--- src/rtl/mhf_pkg.sv ---
package mhf_pkg;
  localparam int IDX_W = 11;
  localparam int MAC_W = 48;
  localparam int WORD_W = 64;

  typedef enum logic [1:0] {
    OP_LOOKUP  = 2'd0,
    OP_INSERT  = 2'd1,
    OP_DELETE  = 2'd2,
    OP_LOOKUP2 = 2'd3
  } op_e;

  typedef struct packed {
    logic [31:0] hi;
    logic [31:0] lo;
  } slot_t;
endpackage

--- src/rtl/mhf_hash.sv ---
module mhf_hash
  import mhf_pkg::*;
(
  input  logic [MAC_W-1:0] mac,
  output logic [IDX_W-1:0] idx
);
  localparam int NBYTES = MAC_W / 8;

  logic [MAC_W-1:0] rev;

  // nibble swap followed by per-nibble bit reversal equals a full byte reversal
  for (genvar b = 0; b < NBYTES; b++) begin : g_byte
    for (genvar i = 0; i < 8; i++) begin : g_bit
      assign rev[b*8+i] = mac[b*8+7-i];
    end
  end

  logic [31:0] lw;
  logic [15:0] hw;
  logic [8:0]  f1, f2, f3;

  assign lw = rev[31:0];
  assign hw = rev[47:32];
  assign f1 = {lw[14:8], lw[1:0]};
  assign f2 = lw[23:15];
  assign f3 = {hw[0], lw[31:24]};
  // the 6-bit field at lw[7:2] shifted by 9 keeps only lw[3:2] in 11 bits
  assign idx = {lw[3:2], f1 ^ f2 ^ f3};
endmodule

--- src/rtl/mhf_entry_pack.sv ---
module mhf_entry_pack
  import mhf_pkg::*;
(
  input  logic [MAC_W-1:0] mac,
  input  logic             rd,
  input  logic             skip,
  output slot_t            ent
);
  logic [15:0] h;
  logic [31:0] l;

  assign h = mac[47:32];
  assign l = mac[31:0];

  assign ent.lo = {l[20], l[19:16], l[31:28], l[27:24],
                   h[7:4], h[3:0], h[15:12], h[11:8],
                   rd, skip, 1'b1};
  assign ent.hi = {13'd0, l[7:4], l[3:0], l[15:12], l[11:8], l[23:21]};
endmodule

--- src/rtl/mhf_probe_ctl.sv ---
module mhf_probe_ctl
  import mhf_pkg::*;
#(
  parameter int HOPS = 12
)(
  input  logic              clk,
  input  logic              rst,
  input  logic              req_valid,
  input  logic [1:0]        req_op,
  input  logic [IDX_W-1:0]  req_idx,
  input  slot_t             req_ent,
  output logic              req_ready,
  output logic              resp_valid,
  output logic              resp_hit,
  output logic              resp_full,
  output logic              resp_skip,
  output logic              resp_rd,
  output logic [IDX_W-1:0]  resp_slot,
  output logic              tbl_rd_en,
  output logic              tbl_wr_en,
  output logic [IDX_W-1:0]  tbl_addr,
  output logic [WORD_W-1:0] tbl_wdata,
  input  logic [WORD_W-1:0] tbl_rdata
);
  localparam int CNT_W = $clog2(HOPS + 1);

  typedef enum logic [1:0] {S_IDLE, S_READ, S_EVAL} state_e;

  state_e           state;
  op_e              op_q;
  slot_t            ent_q;
  logic [IDX_W-1:0] idx_q;
  logic [CNT_W-1:0] cnt_q;

  slot_t seen;
  logic  is_free, is_match, is_last;
  logic  finish, do_write, hit_now, full_now;

  assign seen     = slot_t'(tbl_rdata);
  assign is_free  = ~seen.lo[0];
  assign is_match = seen.lo[0] && (seen.lo[31:3] == ent_q.lo[31:3]) && (seen.hi == ent_q.hi);
  assign is_last  = (cnt_q == CNT_W'(HOPS - 1));

  always_comb begin
    finish   = 1'b0;
    do_write = 1'b0;
    hit_now  = 1'b0;
    full_now = 1'b0;
    if (state == S_EVAL) begin
      unique case (op_q)
        OP_INSERT: begin
          if (is_free || is_match) begin
            finish   = 1'b1;
            do_write = 1'b1;
            hit_now  = is_match;
          end else if (is_last) begin
            finish   = 1'b1;
            full_now = 1'b1;
          end
        end
        OP_DELETE: begin
          if (is_match) begin
            finish   = 1'b1;
            do_write = 1'b1;
            hit_now  = 1'b1;
          end else if (is_free || is_last) begin
            finish = 1'b1;
          end
        end
        default: begin
          if (is_match) begin
            finish  = 1'b1;
            hit_now = 1'b1;
          end else if (is_free || is_last) begin
            finish = 1'b1;
          end
        end
      endcase
    end
  end

  assign req_ready = (state == S_IDLE);
  assign tbl_rd_en = (state == S_READ);
  assign tbl_wr_en = do_write;
  assign tbl_addr  = idx_q;
  assign tbl_wdata = (op_q == OP_DELETE) ? '0 : ent_q;

  always_ff @(posedge clk) begin
    if (rst) begin
      state      <= S_IDLE;
      op_q       <= OP_LOOKUP;
      ent_q      <= '0;
      idx_q      <= '0;
      cnt_q      <= '0;
      resp_valid <= 1'b0;
      resp_hit   <= 1'b0;
      resp_full  <= 1'b0;
      resp_skip  <= 1'b0;
      resp_rd    <= 1'b0;
      resp_slot  <= '0;
    end else begin
      resp_valid <= 1'b0;
      unique case (state)
        S_IDLE: begin
          if (req_valid) begin
            op_q  <= op_e'(req_op);
            ent_q <= req_ent;
            idx_q <= req_idx;
            cnt_q <= '0;
            state <= S_READ;
          end
        end
        S_READ: state <= S_EVAL;
        default: begin
          if (finish) begin
            resp_valid <= 1'b1;
            resp_hit   <= hit_now;
            resp_full  <= full_now;
            resp_skip  <= (op_q == OP_LOOKUP || op_q == OP_LOOKUP2) && hit_now && seen.lo[1];
            resp_rd    <= (op_q == OP_LOOKUP || op_q == OP_LOOKUP2) && hit_now && seen.lo[2];
            resp_slot  <= idx_q;
            state      <= S_IDLE;
          end else begin
            idx_q <= idx_q + 1'b1;
            cnt_q <= cnt_q + 1'b1;
            state <= S_READ;
          end
        end
      endcase
    end
  end

  // never more than HOPS reads in one request
  a_r10_read_bound: assert property (@(posedge clk) disable iff (rst)
    tbl_rd_en |-> (cnt_q < CNT_W'(HOPS)));

  // each later probe addresses the slot after the previous read
  a_r4_consecutive: assert property (@(posedge clk) disable iff (rst)
    (tbl_rd_en && cnt_q != '0) |-> (tbl_addr == $past(tbl_addr, 2) + 1'b1));

  // a full report is never accompanied by a table write
  a_r7_full_no_write: assert property (@(posedge clk) disable iff (rst)
    (resp_valid && resp_full) |-> !$past(tbl_wr_en));

  // the engine is idle again when a response appears
  a_r11_ready_on_resp: assert property (@(posedge clk) disable iff (rst)
    resp_valid |-> req_ready);

  // the response is a single-cycle pulse
  a_r10_single_pulse: assert property (@(posedge clk) disable iff (rst)
    resp_valid |=> !resp_valid);

  // hit and full never reported together
  a_r9_hit_excl_full: assert property (@(posedge clk) disable iff (rst)
    resp_valid |-> !(resp_hit && resp_full));
endmodule

--- src/rtl/mac_hash_filter.sv ---
module mac_hash_filter
  import mhf_pkg::*;
#(
  parameter int HOPS = 12
)(
  input  logic              clk,
  input  logic              rst,
  input  logic              req_valid,
  input  logic [1:0]        req_op,
  input  logic [MAC_W-1:0]  req_mac,
  input  logic              req_rd,
  input  logic              req_skip,
  output logic              req_ready,
  output logic              resp_valid,
  output logic              resp_hit,
  output logic              resp_full,
  output logic              resp_skip,
  output logic              resp_rd,
  output logic [IDX_W-1:0]  resp_slot,
  output logic              tbl_rd_en,
  output logic              tbl_wr_en,
  output logic [IDX_W-1:0]  tbl_addr,
  output logic [WORD_W-1:0] tbl_wdata,
  input  logic [WORD_W-1:0] tbl_rdata
);
  logic [IDX_W-1:0] home_idx;
  slot_t            new_ent;

  mhf_hash u_hash (
    .mac (req_mac),
    .idx (home_idx)
  );

  mhf_entry_pack u_pack (
    .mac  (req_mac),
    .rd   (req_rd),
    .skip (req_skip),
    .ent  (new_ent)
  );

  mhf_probe_ctl #(.HOPS(HOPS)) u_ctl (
    .clk        (clk),
    .rst        (rst),
    .req_valid  (req_valid),
    .req_op     (req_op),
    .req_idx    (home_idx),
    .req_ent    (new_ent),
    .req_ready  (req_ready),
    .resp_valid (resp_valid),
    .resp_hit   (resp_hit),
    .resp_full  (resp_full),
    .resp_skip  (resp_skip),
    .resp_rd    (resp_rd),
    .resp_slot  (resp_slot),
    .tbl_rd_en  (tbl_rd_en),
    .tbl_wr_en  (tbl_wr_en),
    .tbl_addr   (tbl_addr),
    .tbl_wdata  (tbl_wdata),
    .tbl_rdata  (tbl_rdata)
  );
endmodule

--- config.mk ---
export PLATFORM = sky130hd
export DESIGN_NAME = mac_hash_filter
export DESIGN_NICKNAME = d
export VERILOG_FILES = /design/src/rtl/mhf_pkg.sv /design/src/rtl/mhf_hash.sv /design/src/rtl/mhf_entry_pack.sv /design/src/rtl/mhf_probe_ctl.sv /design/src/rtl/mac_hash_filter.sv
export SDC_FILE = /design/constraint.sdc
export NUM_CORES = 1
export LEC_CHECK = 0
export BUFFER_PORTS_ARGS = -buffer_cell sky130_fd_sc_hd__buf_2
export CORE_ASPECT_RATIO = 1.25
export CORE_MARGIN = 5
export CORE_UTILIZATION = 45
export CTS_CLUSTER_SIZE = 40
export DETAILED_ROUTE_END_ITERATION = 12
export GPL_TIMING_DRIVEN = 0
export HOLD_SLACK_MARGIN = 0.12
export PLACE_DENSITY = 0.87
export SYNTH_ARGS = -nofsm -noshare
export SYNTH_HDL_FRONTEND = slang
export SYNTH_SLANG_ARGS = --single-unit
--- constraint.sdc ---
create_clock -name clk -period 2.6 [get_ports clk]
set_input_delay 0.13 -clock clk [delete_from_list [all_inputs] [get_ports clk]]
set_output_delay 0.13 -clock clk [all_outputs]
set_load 0.005 [all_outputs]
## After elaboration in Yosys (flattened, before gate mapping)

Cells that the tools add are included.

- Register bits: 86
- Bits in latches: 0
- RAM bits: 0
- Bits in read-only memories: 0
- Output and inout port bits: 94
- Memories: 0

- Add/subtract/negate cells: 2
- $mul: 0
- Divide/modulo/power cells: 0
- Magnitude comparators: 0
- Eq/ne operators: 10
- Shifts and indexed selects: 0
- Muxes and demuxes: 27
- Bitwise logic cells: 5
- Reduce and logical (&&, ||, !) cells: 15

Operator list:

| kind | count |
|---|---|
| 51-bit two-way mux | 1 |
| 32-bit by 19-bit == test with 1-bit output | 1 |
| 29-bit == test | 1 |
| 11-bit two-way mux | 2 |
| 11-bit case mux with 2 select lines | 1 |
| 9-bit bitwise XOR | 2 |
| 1-bit two-way mux | 17 |
| 11-bit by 1-bit adder with 11-bit output (second input constant) | 1 |
| 4-bit two-way mux | 2 |
| 4-bit case mux with 2 select lines | 1 |
| 2-bit == test (second input constant) | 3 |
| 1-bit logical AND | 5 |
| 4-bit by 1-bit adder with 4-bit output (second input constant) | 1 |
| 2-bit by 1-bit == test with 1-bit output (second input constant) | 2 |
| 4-bit == test (second input constant) | 1 |
| 2-bit zero test | 2 |
| 2-bit inequality test (second input constant) | 2 |
| 2-bit case mux with 2 select lines | 1 |
| 2-bit AND reduction | 2 |
| 1-bit logical OR | 3 |
| 1-bit inverter | 3 |
| 3-bit AND reduction | 1 |
| 3-bit OR reduction | 1 |
| 2-bit two-way mux | 1 |
| 2 further kinds | 2 |

## Depth between registers and ports, before layout

- Depth in word-level cells: 9
- Gate-level depth with buffers: 9
- Mapped depth without buffers: 7

## Modules after synthesis

From an unflattened synthesis, not the netlist that was laid out.

- Cell total of the unflattened synthesis: 716
- Area total of the unflattened synthesis: 5735.5 um2

Modules (own cells, without submodules):

| module | times used | cells each | area an instance (um2) |
|---|---|---|---|
| mhf_probe_ctl | 1 | 639 | 5018.6 |
| mhf_entry_pack | 1 | 66 | 488.0 |
| mhf_hash | 1 | 11 | 229.0 |

## Worst setup path before layout

OpenSTA, ideal clock, no wires.

- Kind: reg2reg
- Start: register u_ctl.ent_q[30] in the netlist's numbering
- End: register u_ctl.resp_rd
- Setup time: 0.117 ns
- Data arrival time: 1.766 ns
- Required time: 2.483 ns
- Path slack: 0.717 ns
- Cell stages (with the launch flop): 9
- Period minus slack after synthesis: 1.883 ns
- Cells stage by stage: dfxtp_1 > xnor2_1 > nand4_1 > nor4_1 > nand4_2 > a31oi_4 > buf_6 > nor2_2 > a22o_1

- Longest elaborated chain between the ends: 9
- Elaborated cells between the ends (all ways): 15
- Those cells by class: eq/ne: 1; mux: 8; reduce/logical: 6

RTL lines:

| what | RTL line | source |
|---|---|---|
| start: declaration | mhf_probe_ctl.sv:31 | `slot_t ent_q;` |
| start signal: assignment | mhf_probe_ctl.sv:107 | `ent_q <= req_ent;` |
| 29-bit == test (*) | mhf_probe_ctl.sv:41 | `assign is_match = seen.lo[0] && (seen.lo[31:3] == ent_q.lo[31:3]) && (seen.hi == ent_q.hi);` |
| 1-bit logical AND (*) (2 in series) | mhf_probe_ctl.sv:41 |  |
| 1-bit logical OR | mhf_probe_ctl.sv:52 | `if (is_free \|\| is_match) begin` |
| 1-bit two-way mux | mhf_probe_ctl.sv:52 |  |
| 1-bit two-way mux | - |  |
| 1-bit two-way mux | mhf_probe_ctl.sv:49 | `if (state == S_EVAL) begin` |
| 1-bit logical AND (2 in series) | mhf_probe_ctl.sv:120 | `resp_rd <= (op_q == OP_LOOKUP \|\| op_q == OP_LOOKUP2) && hit_now && seen.lo[2];` |
| end signal: assignment | mhf_probe_ctl.sv:120 |  |
| end: declaration | mhf_probe_ctl.sv:17 | `output logic resp_rd,` |

Mark *: on every way between the ends. The rest lies on a longest branch, timed or not.
A chain may end at the register's enable or synchronous reset.

## Final worst setup path

- Start: register u_ctl.ent_q[19] in the netlist's numbering
- End: output port tbl_wr_en

- Longest elaborated chain between the ends: 7
- Elaborated cells between the ends (all ways): 8
- Those cells by class: eq/ne: 1; mux: 4; reduce/logical: 3

RTL lines:

| what | RTL line | source |
|---|---|---|
| 29-bit == test (*) | mhf_probe_ctl.sv:41 |  |
| 1-bit logical AND (*) (2 in series) | mhf_probe_ctl.sv:41 |  |
| 1-bit logical OR | mhf_probe_ctl.sv:52 |  |
| 1-bit two-way mux | mhf_probe_ctl.sv:52 |  |
| 1-bit case mux with 2 select lines (*) | mhf_probe_ctl.sv:50 | `unique case (op_q)` |
| 1-bit two-way mux (*) | mhf_probe_ctl.sv:49 |  |
| end: declaration | mac_hash_filter.sv:21 | `output logic tbl_wr_en,` |

Marks and branches as above.

==> implementation parameters <==
Parameter                              Value

Floorplanning
  Starting density of the core    45.63%
  # IOs    213
  Number of core rows    41
  Total die area    12330 µm²
  Floorplan die width    100.3 µm
  Height of the die    122.9 µm
  Total core area    10050 µm²

STA
  Post-Route Skew    7.755 ps
  Total count of hold-check failures in the final report    0
  Minimum clock period after layout    2494 ps
  Relative slew slack    52.83%
  Slew @ Worst Pin    707.5 ps
  Least setup slack across all paths after layout    105.6 ps
  FMAX    400.9 MHz
  Max-slew violation total from the final report    0
  Post-route clock period utilization    95.94%
  Setup TNS    0 ps
  Final setup violating endpoints    0

Critical path
  Type of destination of the critical path    output pin
  Worst Path Class, Setup    reg -> out
  Critical Path, Cell by Cell    xnor2_1, nand4_1, nor4_4, nand4_2, nand2_1, a21oi_1, nor3_1, buf_2
  CP Data Required Time    2470 ps
  Max stage delay cell, worst path    sky130_fd_sc_hd__nor4_4
  Largest stage delay, worst path    390 ps
  Type of element launching the critical path    flip-flop
  Endpoint arrival time on the critical path    2360 ps
  Number of cell instances on the worst register-to-register path    8
  Largest fanout of any net on the critical path    5

Layout
  Layout cell share with drive strength beyond 1    28.32%
  Nets@finish    978
  Non-Filler Instances    987
  Final core utilization    66.10%
  Inserted Diodes    0
  Area growth from synthesis to final layout    44.86%

CTS
  Buffer type at the clock tree root    sky130_fd_sc_hd__clkbuf_16
  Clock transition time at the flip-flop clock pins of the worst setup and hold paths    60 ps
  Level count of the clock H-tree    3
  Number of buffers on the longest clock path    2
  CTS tree    yes
  Total CTS buffers    9
  Clk Latency, worst-skew pair    340 ps
  Number of setup buffers added after CTS    0
  CTS sink count    86

Pwr
  Power per cell area    534.1 nW/µm²
  Leakage power of the design    2.970 nW
  Overall power consumption    0.003550 W
  VDD IR-drop max    0.4253 mV

Routing
  Routed length per instance    17.24 µm
  DRC violations left    0
  First-pass iteration count of the detailed router    6
  Final ANT Viol Nets    0
  Count of vias placed by the detailed router    5177
  Wire length reported by the detailed router    17.01 mm
  Routed vias/inst    5.245
  DRC violation total after the first TritonRoute iteration    335

Synthesis
  Library cells used by synthesis    48
  Cell area after synthesis    4588 µm²
  Number of register bits inferred by synthesis    86
  Ys flop type    sky130_fd_sc_hd__dfxtp_1
  Yosys warning count    0
  Share of Yosys cell area claimed by the top area cell type    37.52%
  Largest cells by area after synthesis    sky130_fd_sc_hd__dfxtp_1 38%, sky130_fd_sc_hd__xnor2_1 12%, sky130_fd_sc_hd__nand2_1 9.3%
  Fraction of the yosys area taken by sequential cells    37.52%
  Avg Cell Area, Syn    7.938 µm²
  Post-synth EDFFs    0
  Dominant cell by count in the synthesized netlist    sky130_fd_sc_hd__nand2_1
  Async SR Flop Fraction    0%
  Post-synthesis cell type with the largest combined area    sky130_fd_sc_hd__dfxtp_1
  Count of mapped cells out of synthesis    578
  Top post-synthesis cells by count    114 x sky130_fd_sc_hd__nand2_1, 86 x sky130_fd_sc_hd__dfxtp_1, 69 x sky130_fd_sc_hd__a21oi_1

Global route
  Final global-route overflow total    0
  Global-route wire length before repair    25.61 mm
  Maximum number of pins on one net before global-route repair    13
  GRT Resource Usage Total    26.82%
  Antenna violations before repair    0
  Number of global-route vias before repair    4977

Place
  Port-buffer cells    199
  Total instance count after detailed placement    918
  Placer Congestion    0.9083
  Sum of net half-perimeters after detailed placement    12.41 mm
  Setup slack after placement    -13.40 ps

Job
  Maximum Capacitance Violations    0

Min path
  HP Class    in -> reg
  Worst hold path stage count    4

Outcome
  Run status    completed
-- logic make-up (layout without fill, tap and decap cells) --
| kind of cell | Yosys count | count (layout) | share of synthesized area [%] |
|---|---|---|---|
| AND/OR/NAND/NOR | 246 | 246 | 26.10 |
| AO/OA/AOI/OAI | 107 | 107 | 13.96 |
| flip-flops | 86 | 86 | 37.52 |
| XOR/XNOR | 66 | 66 | 12.60 |
| buffers and inverters | 57 | 325 | 6.245 |
| multiplexers | 11 | 11 | 2.400 |
| adder cells (fa/ha/maj) | 4 | 4 | 1.091 |
| other | 1 | 13 | 0.08173 |
-- layout by cell type, fill, tap and decap left out, types with 11 or more instances in the layout --
master / synthesis / layout
sky130_fd_sc_hd__dlygate4sd3_1: 0 / 55
sky130_fd_sc_hd__nand2_1: 114 / 114
sky130_fd_sc_hd__xnor2_1: 62 / 62
sky130_fd_sc_hd__nor2b_1: 52 / 52
sky130_fd_sc_hd__conb_1: 1 / 13
sky130_fd_sc_hd__a21oi_1: 69 / 69
sky130_fd_sc_hd__buf_2: 3 / 202
sky130_fd_sc_hd__nand4_1: 15 / 15
sky130_fd_sc_hd__dfxtp_1: 86 / 86
sky130_fd_sc_hd__nor2_1: 23 / 23
sky130_fd_sc_hd__mux2i_1: 11 / 11
sky130_fd_sc_hd__clkbuf_1: 26 / 28
sky130_fd_sc_hd__nor3_1: 11 / 11
sky130_fd_sc_hd__buf_4: 14 / 14
-- layer usage --
layer  up-vias  global-route usage, %  share of wire (%)  wire length [µm]
li1       2469                      -                  -                 -
met1      2362                  29.86                 38              6426
met2       289                  48.05                 50              8572
met3        57                  5.023                7.5              1272
met4         0                  14.24                4.4               743
met5         -                      0                  0                 0
-- where the power goes --
part | total, W | internal, W | leakage (nW) | switching [W]
Clock | 0.00129 | 0.000787 | 0.142 | 0.000502
Combinational | 0.000784 | 0.000378 | 2.12 | 0.000406
Sequential | 0.00148 | 0.00140 | 0.703 | 0.0000815
-- registers in the layout, indices dropped and copies added, names as in the netlist --
register          cells
u_ctl.cnt_q           4
u_ctl.ent_q          51
u_ctl.op_q            2
u_ctl.resp_full       1
u_ctl.resp_hit        1
u_ctl.resp_rd         1
u_ctl.resp_skip       1
u_ctl.resp_slot      11
u_ctl.resp_valid      1
u_ctl.state           2
u_ctl.tbl_addr       11
-- per-stage QoR --
step                cell area (µm²)  hold WS (ps)
finish                         6646         243.7
global route                   6646         252.0
CTS                            6638         231.2
detailed placement             5791         357.8
global placement               5791         340.3
floorplan                      4633         255.5
-- critical path: cells and delay by family (launching register included) --
kind | cells | cell delay [ps]
buffers and inverters | 1 | 150
xor gates and xnor gates | 1 | 250
DFF | 1 | 340
and+or+nand+nor | 5 | 1190
AOI/OAI and AO/OA | 1 | 70
-- path summary, 6_finish.rpt --
path                   start                end  slack [ps]
max reg2reg  u_ctl.ent_q[19]  u_ctl.tbl_addr[6]         130
min             tbl_rdata[0]    u_ctl.resp_full         240
min reg2reg   u_ctl.ent_q[2]     u_ctl.ent_q[2]         450
max          u_ctl.ent_q[19]          tbl_wr_en         110
-- area by class of cell --
| cell class | count | area (µm²) |
|---|---|---|
| clock inverter | 1 | 30.03 |
| fill | 814 | 3408 |
| tap | 129 | 161.4 |
| sequential | 86 | 1722 |
| buffer | 49 | 256.5 |
| timing repair buffer | 254 | 1546 |
| clock buffer | 13 | 260.3 |
| multi-input combinational | 447 | 2640 |
| inverter | 8 | 30.03 |
-- timing repair --
action | CTS | global route
cloned | 0 | 0
hold buffers | 55 | 0
hold endpoints to repair | 55 | 0
gates resized for setup | 1 | 1
setup endpoints to repair | 14 | 1
Note: power is estimated with default switching activity, not from simulation.
